--- src/rtl/pqf_pkg.sv ---
package pqf_pkg;
  typedef enum logic [1:0] {
    QM_SYNC  = 2'd0,
    QM_WIN3  = 2'd1,
    QM_WIN6  = 2'd2,
    QM_ASYNC = 2'd3
  } qmode_e;

  localparam int WIN_SHORT = 3;
  localparam int WIN_LONG  = 6;
  localparam int FILL_W    = $clog2(WIN_LONG + 1);
endpackage

--- src/rtl/pqf_sample_tick.sv ---
module pqf_sample_tick #(
  parameter int DIVW = 8
) (
  input  logic            clk,
  input  logic            rst_n,
  input  logic [DIVW-1:0] samp_div,
  output logic            tick
);
  localparam int CW = DIVW + 1;

  logic [CW-1:0] cnt;
  logic [CW-1:0] lim;

  // period is 2*N clocks: count 0 .. 2N-1
  assign lim  = {samp_div, 1'b0} - CW'(1);
  assign tick = (samp_div == '0) || (cnt >= lim);

  always_ff @(posedge clk or negedge rst_n) begin
    if (!rst_n)    cnt <= '0;
    else if (tick) cnt <= '0;
    else           cnt <= cnt + CW'(1);
  end

  // with a nonzero divider held steady, two strobes never fall on adjacent clocks
  assert_tick_spacing_R6: assert property (@(posedge clk) disable iff (!rst_n)
    (tick && samp_div != '0) |=> (!tick || !$stable(samp_div)));
endmodule

--- src/rtl/pqf_sync2.sv ---
module pqf_sync2 #(
  parameter int W = 8
) (
  input  logic         clk,
  input  logic         rst_n,
  input  logic [W-1:0] d_async,
  output logic [W-1:0] q_sync
);
  logic [W-1:0] stage1;

  always_ff @(posedge clk or negedge rst_n) begin
    if (!rst_n) begin
      stage1 <= '0;
      q_sync <= '0;
    end else begin
      stage1 <= d_async;
      q_sync <= stage1;
    end
  end
endmodule

--- src/rtl/pqf_pin_lane.sv ---
module pqf_pin_lane
  import pqf_pkg::*;
(
  input  logic   clk,
  input  logic   rst_n,
  input  logic   tick,
  input  logic   sync_in,
  input  qmode_e mode,
  output logic   q_filt
);
  localparam logic [FILL_W-1:0] FILL_MAX   = FILL_W'(WIN_LONG);
  localparam logic [FILL_W-1:0] NEED_SHORT = FILL_W'(WIN_SHORT);

  logic [WIN_LONG-1:0] hist;
  logic [WIN_LONG-1:0] win_next;
  logic [FILL_W-1:0]   fill, fill_next;
  logic                agree3, agree6, take;

  always_comb begin
    win_next  = {hist[WIN_LONG-2:0], sync_in};
    fill_next = (fill == FILL_MAX) ? fill : fill + FILL_W'(1);
    agree3 = (fill_next >= NEED_SHORT) &&
             ((win_next[WIN_SHORT-1:0] == '0) || (win_next[WIN_SHORT-1:0] == '1));
    agree6 = (fill_next == FILL_MAX) &&
             ((win_next == '0) || (win_next == '1));
    take   = ((mode == QM_WIN3) && agree3) || ((mode == QM_WIN6) && agree6);
  end

  always_ff @(posedge clk or negedge rst_n) begin
    if (!rst_n) begin
      hist   <= '0;
      fill   <= '0;
      q_filt <= 1'b0;
    end else if (tick) begin
      hist <= win_next;
      fill <= fill_next;
      if (take) q_filt <= sync_in;
    end
  end

  // the filtered level moves only on a sample strobe
  assert_hold_between_R3: assert property (@(posedge clk) disable iff (!rst_n)
    !tick |=> $stable(q_filt));
  // a new filtered level is always the level that was just sampled
  assert_new_level_R5: assert property (@(posedge clk) disable iff (!rst_n)
    !$stable(q_filt) |-> (q_filt == $past(sync_in)));
  // before a short window has been collected the output keeps its reset level
  assert_reset_hold_R9: assert property (@(posedge clk) disable iff (!rst_n)
    (fill < NEED_SHORT) |-> (q_filt == 1'b0));
endmodule

--- src/rtl/pin_qual_filter.sv ---
module pin_qual_filter
  import pqf_pkg::*;
#(
  parameter int NPINS = 8,
  parameter int DIVW  = 8
) (
  input  logic               clk,
  input  logic               rst_n,
  input  logic [NPINS-1:0]   pin_raw,
  input  logic [2*NPINS-1:0] qual_mode,
  input  logic [DIVW-1:0]    samp_div,
  input  logic [NPINS-1:0]   periph_sel,
  output logic [NPINS-1:0]   pin_qual
);
  logic             tick;
  logic [NPINS-1:0] pin_sync;
  logic [NPINS-1:0] pin_filt;
  logic [1:0]       age;

  pqf_sample_tick #(.DIVW(DIVW)) u_tick (
    .clk(clk), .rst_n(rst_n), .samp_div(samp_div), .tick(tick)
  );

  pqf_sync2 #(.W(NPINS)) u_sync (
    .clk(clk), .rst_n(rst_n), .d_async(pin_raw), .q_sync(pin_sync)
  );

  // cycles since reset, for the delay checks below
  always_ff @(posedge clk or negedge rst_n) begin
    if (!rst_n)            age <= '0;
    else if (age != 2'd3)  age <= age + 2'd1;
  end

  for (genvar i = 0; i < NPINS; i++) begin : g_pin
    qmode_e md;
    logic   via_sync;
    assign md = qmode_e'(qual_mode[2*i +: 2]);
    // async is honoured only for peripheral pins
    assign via_sync = (md == QM_SYNC) || ((md == QM_ASYNC) && !periph_sel[i]);

    pqf_pin_lane u_lane (
      .clk(clk), .rst_n(rst_n), .tick(tick),
      .sync_in(pin_sync[i]), .mode(md), .q_filt(pin_filt[i])
    );

    always_comb begin
      unique case (md)
        QM_WIN3, QM_WIN6: pin_qual[i] = pin_filt[i];
        QM_ASYNC:         pin_qual[i] = periph_sel[i] ? pin_raw[i] : pin_sync[i];
        default:          pin_qual[i] = pin_sync[i];
      endcase
    end

    // a synchronized pin reproduces its raw level two edges later
    assert_sync_delay_R2: assert property (@(posedge clk) disable iff (!rst_n)
      (age == 2'd3 && via_sync && $past(via_sync) && $past(via_sync, 2))
      |-> (pin_qual[i] == $past(pin_raw[i], 2)));
  end
endmodule

--- config.mk ---
export PLATFORM = sky130hd
export DESIGN_NAME = pin_qual_filter
export DESIGN_NICKNAME = d
export VERILOG_FILES = /design/src/rtl/pqf_pkg.sv /design/src/rtl/pqf_sample_tick.sv /design/src/rtl/pqf_sync2.sv /design/src/rtl/pqf_pin_lane.sv /design/src/rtl/pin_qual_filter.sv
export SDC_FILE = /design/constraint.sdc
export NUM_CORES = 1
export LEC_CHECK = 0
export BUFFER_PORTS_ARGS = -buffer_cell sky130_fd_sc_hd__buf_2
export CAP_MARGIN = 20
export CORE_ASPECT_RATIO = 1.25
export CORE_MARGIN = 2
export CORE_UTILIZATION = 35
export CTS_CLUSTER_DIAMETER = 50
export CTS_CLUSTER_SIZE = 24
export DETAILED_ROUTE_END_ITERATION = 6
export GPL_TIMING_DRIVEN = 1
export HOLD_SLACK_MARGIN = 0.12
export SLEW_MARGIN = 0
export SYNTH_ARGS = -nofsm -noshare
export SYNTH_HDL_FRONTEND = slang
export SYNTH_SLANG_ARGS = --single-unit
--- constraint.sdc ---
create_clock -name clk -period 4.69 [get_ports clk]
set_clock_uncertainty 0.2 [all_clocks]
set_input_delay 0.469 -clock clk [delete_from_list [all_inputs] [get_ports clk]]
set_output_delay 0.469 -clock clk [all_outputs]
set_load 0.005 [all_outputs]
==> impl_metrics.yaml <==
detailed_routing:
  route.detailed.drc: 0
  drt_pass1_iterations: 6
  wl_per_cell_um: 11.92
  wl_um: 9799
  via_per_inst: 4.949
  antenna_left: 0
  first_iter_violations: 112
  vias: 4068
pwr:
  p_sw_mw: 1.266
  switching_share: 0.3562
  p_comb_frac: 0.363
  seqPwrFrac: 0.418
  intPower_mw: 2.288
  power.density_mw_per_mm2: 550.5
  ir_drop_v: 0.0001510
  p_leak_nw: 2.978
  clkPwrFrac: 0.218
global_route:
  grt_pass1_vias: 4075
  grt_pass1_wl_um: 16910
  grt_usage: 0.1253
  grt_max_degree: 73
  grt_antenna_before_repair: 0
  overflow: 0
synthesis:
  ys_seq_elements: 97
  yosys_warnings: 0
  syn_avg_cell_area_sq_um: 10.28
  syn_area_sq_mm: 0.005553
  synth-seq-area-share: 0.4371
  synth_cell_types: 42
  synthCells: 540
  synth_nets: 641
finish:
  multiInputGateArea_sq_mm: 0.002910
  final_util: 0.4146
  instances_no_fill: 822
  fillers: 1582
  mostFrequentLayoutCell: "dfrtp_1"
  area_growth_pct: 16.25
  layout_common_cells: "dfrtp_1 (97), ha_1 (59), buf_2 (48), nand2_1 (47), nor2_1 (44)"
  final-seq-area_sq_mm: 0.002427
  antenna_cells: 0
  drive_above_1_share: 0.1885
  final_nets: 707
setup_path:
  worstPathArrival_ps: 3440
  path_class: "primary input to flip-flop"
  worst-path-max-fanout: 28
  endpoint_kind: "flip-flop"
  path_cells: "buf_2, or4_4, nor2_2, nand2_1, xor2_1, ha_1, nand4_1, o211ai_4, buf_4, nand3_1, mux2_1"
  crit_family: "simple AND/OR/NAND/NOR gates"
  cp_num_buf_inv: 2
  cp.required_ps: 4720
  crit_slowest_cell: "o211ai_4"
  critPathMaxStageDelay_ps: 760
  start_kind: "primary input"
clocking:
  ctsLongestPathBuffers: 2
  cts-root-buf: "clkbuf_16"
  insertion_delay_ps: 350
  cts.repair.resized: 0
  htreeDepth: 3
  holdBufCountCts: 9
  cts_tree: "built"
  numCtsBuffers: 9
  cts.sinks: 97
  clk_pin_slew_worst_paths_ps: 70
  cts_setup_buffers: 0
floorplanning:
  die_w_um: 116.7
  rows: 51
  io-pin-count: 50
  start_util: 0.3566
  chipHeight_um: 144.8
  core_sq_mm: 0.01557
  dieArea_sq_mm: 0.01690
placement:
  dp_cells: 798
  port_buffers: 49
  dpl.hpwl_um: 7141
  gp_congestion: 0.7318
worst_hold_path:
  hp-class: "flip-flop to flip-flop"
status:
  status: "completed"
sta:
  period_minus_slack_ps: 3408
  tightest_slew_ps: 904.6
  fmax_mhz: 293.4
  min_period_over_period: 0.7267
  hold_viol: 0
  setup_viol: 0
  rsz0062_at_grt: "no"
  max-slew-margin-rel: 0.3969
  setup_tns_ps: 0
  finalMaxSlewViolations: 0
flow_run:
  max_cap_violations: 0
## worst reg2reg max path, stage by stage, from the launching register on
cell	delay, ps
dfrtp_1	430
ha_1	300
o21ai_0	80
o21bai_1	150
a21oi_1	120
o211ai_4	710
buf_4	370
nand3_1	110
mux2_1	320
## metal layers
| metal | GRT usage | vias to the layer above | share of wire |
|---|---|---|---|
| li1 | - | 2043 | - |
| met5 | 0 | - | 0 |
| met3 | 0.01999 | 15 | 0.017 |
| met4 | 0.06316 | 0 | 0.022 |
| met2 | 0.2356 | 41 | 0.53 |
| met1 | 0.1337 | 1969 | 0.43 |
## sequential cells by signal (all words and copies together) (netlist names)
register and flops:
g_pin.u_lane.fill 24, g_pin.u_lane.hist 40, g_pin.u_lane.q_filt 8, u_sync.q_sync 8
u_sync.stage1 8, u_tick.cnt 9
## layout make-up
type	count	share of cell area
multi-input combinational	393	0.4509
sequential	97	0.3760
timing repair buffer	65	0.06048
tap	212	0.04109
clock buffer	12	0.03819
inverter	40	0.02326
clock inverter	3	0.01008
## cells by family (layout without fill, tap and decap cells)
kind of cell    count (synthesis)  in the layout  share of synthesized area
buf+inv                        50            120                    0.04033
simple gates                  156            156                     0.1361
compound gates                108            108                     0.1210
mux                            49             49                    0.09937
flops                          97             97                     0.4371
fa+ha+maj                      59             59                     0.1329
xor+xnor                       21             21                    0.03312
## Yosys cell counts
cell | n | area (sq um)
nand3_1 | 8 | 40.04
or4_4 | 1 | 11.26
nand4b_1 | 2 | 17.52
nor3_1 | 11 | 55.05
nor2_2 | 1 | 6.260
nand2_1 | 47 | 176.4
nor2b_1 | 12 | 75.07
nor2_1 | 44 | 165.2
dfrtp_1 | 97 | 2427
o41ai_1 | 4 | 35.03
o211ai_1 | 3 | 22.52
a221o_1 | 7 | 70.07
o221ai_1 | 1 | 8.760
a31oi_1 | 13 | 81.33
mux2_2 | 43 | 484.2
o211ai_2 | 1 | 12.51
a21oi_1 | 33 | 165.2
or4_1 | 3 | 22.52
a221oi_1 | 1 | 8.760
buf_2 | 2 | 10.01
buf_6 | 1 | 11.26
nand2b_1 | 3 | 18.77
xnor2_1 | 14 | 122.6
and3_1 | 5 | 31.28
o311ai_0 | 2 | 17.52
inv_1 | 40 | 150.1
nand4_1 | 7 | 43.79
xor2_1 | 7 | 61.31
nor4_1 | 3 | 18.77
o21ai_0 | 26 | 130.1
ha_1 | 59 | 738.2
nand3b_1 | 2 | 15.01
mux2_1 | 6 | 67.56
o22ai_1 | 7 | 43.79
nor3b_1 | 2 | 15.01
o21bai_1 | 1 | 7.510
and4_1 | 5 | 43.79
buf_4 | 7 | 52.55
a32oi_1 | 1 | 8.760
a21boi_0 | 2 | 15.01
a211oi_1 | 4 | 30.03
a21boi_1 | 2 | 15.01
## worst paths after layout
| path | start | endpoint | slack (ps) | cells past startpoint |
|---|---|---|---|---|
| worst min register to register | u_sync.stage1[4] | u_sync.q_sync[4] | 150 | 0 |
| worst min-delay path | u_sync.stage1[4] | u_sync.q_sync[4] | 150 | 0 |
| worst max-delay path | samp_div[2] | g_pin[3].u_lane.q_filt | 1280 | 11 |
| worst max register to register | u_tick.cnt[2] | g_pin[3].u_lane.q_filt | 1790 | 8 |
| max in group asynchronous | rst_n | g_pin[0].u_lane.hist[4] | 2770 | 3 |
| min in group asynchronous | rst_n | g_pin[4].u_lane.hist[2] | 590 | 2 |
## per-stage QoR
stage / hold WS (ps) / area (sq um) / total power [mW] / setup slack (ps)
3_3_place_gp: 133.6 / 6053 / 2.701 / 943.2
5_1_grt: 157.4 / 6455 / 3.869 / 1108
2_1_floorplan: -26.59 / 5553 / 2.467 / 1794
4_1_cts: 152.5 / 6455 / 3.604 / 1244
3_5_place_dp: 137.1 / 6053 / 2.794 / 874.1
6_report: 150.8 / 6455 / 3.553 / 1282
## power groups by stage
| stage | clock network [mW] | registers [mW] | logic, mW |
|---|---|---|---|
| after global placement | 0 | 1.47 | 1.23 |
| after global routing | 0.846 | 1.55 | 1.48 |
| after floorplan | 0 | 1.41 | 1.05 |
| final | 0.776 | 1.49 | 1.29 |
| after detailed placement | 0 | 1.50 | 1.29 |
| after CTS | 0.809 | 1.49 | 1.31 |
Note: power is estimated with default switching activity, not from simulation.
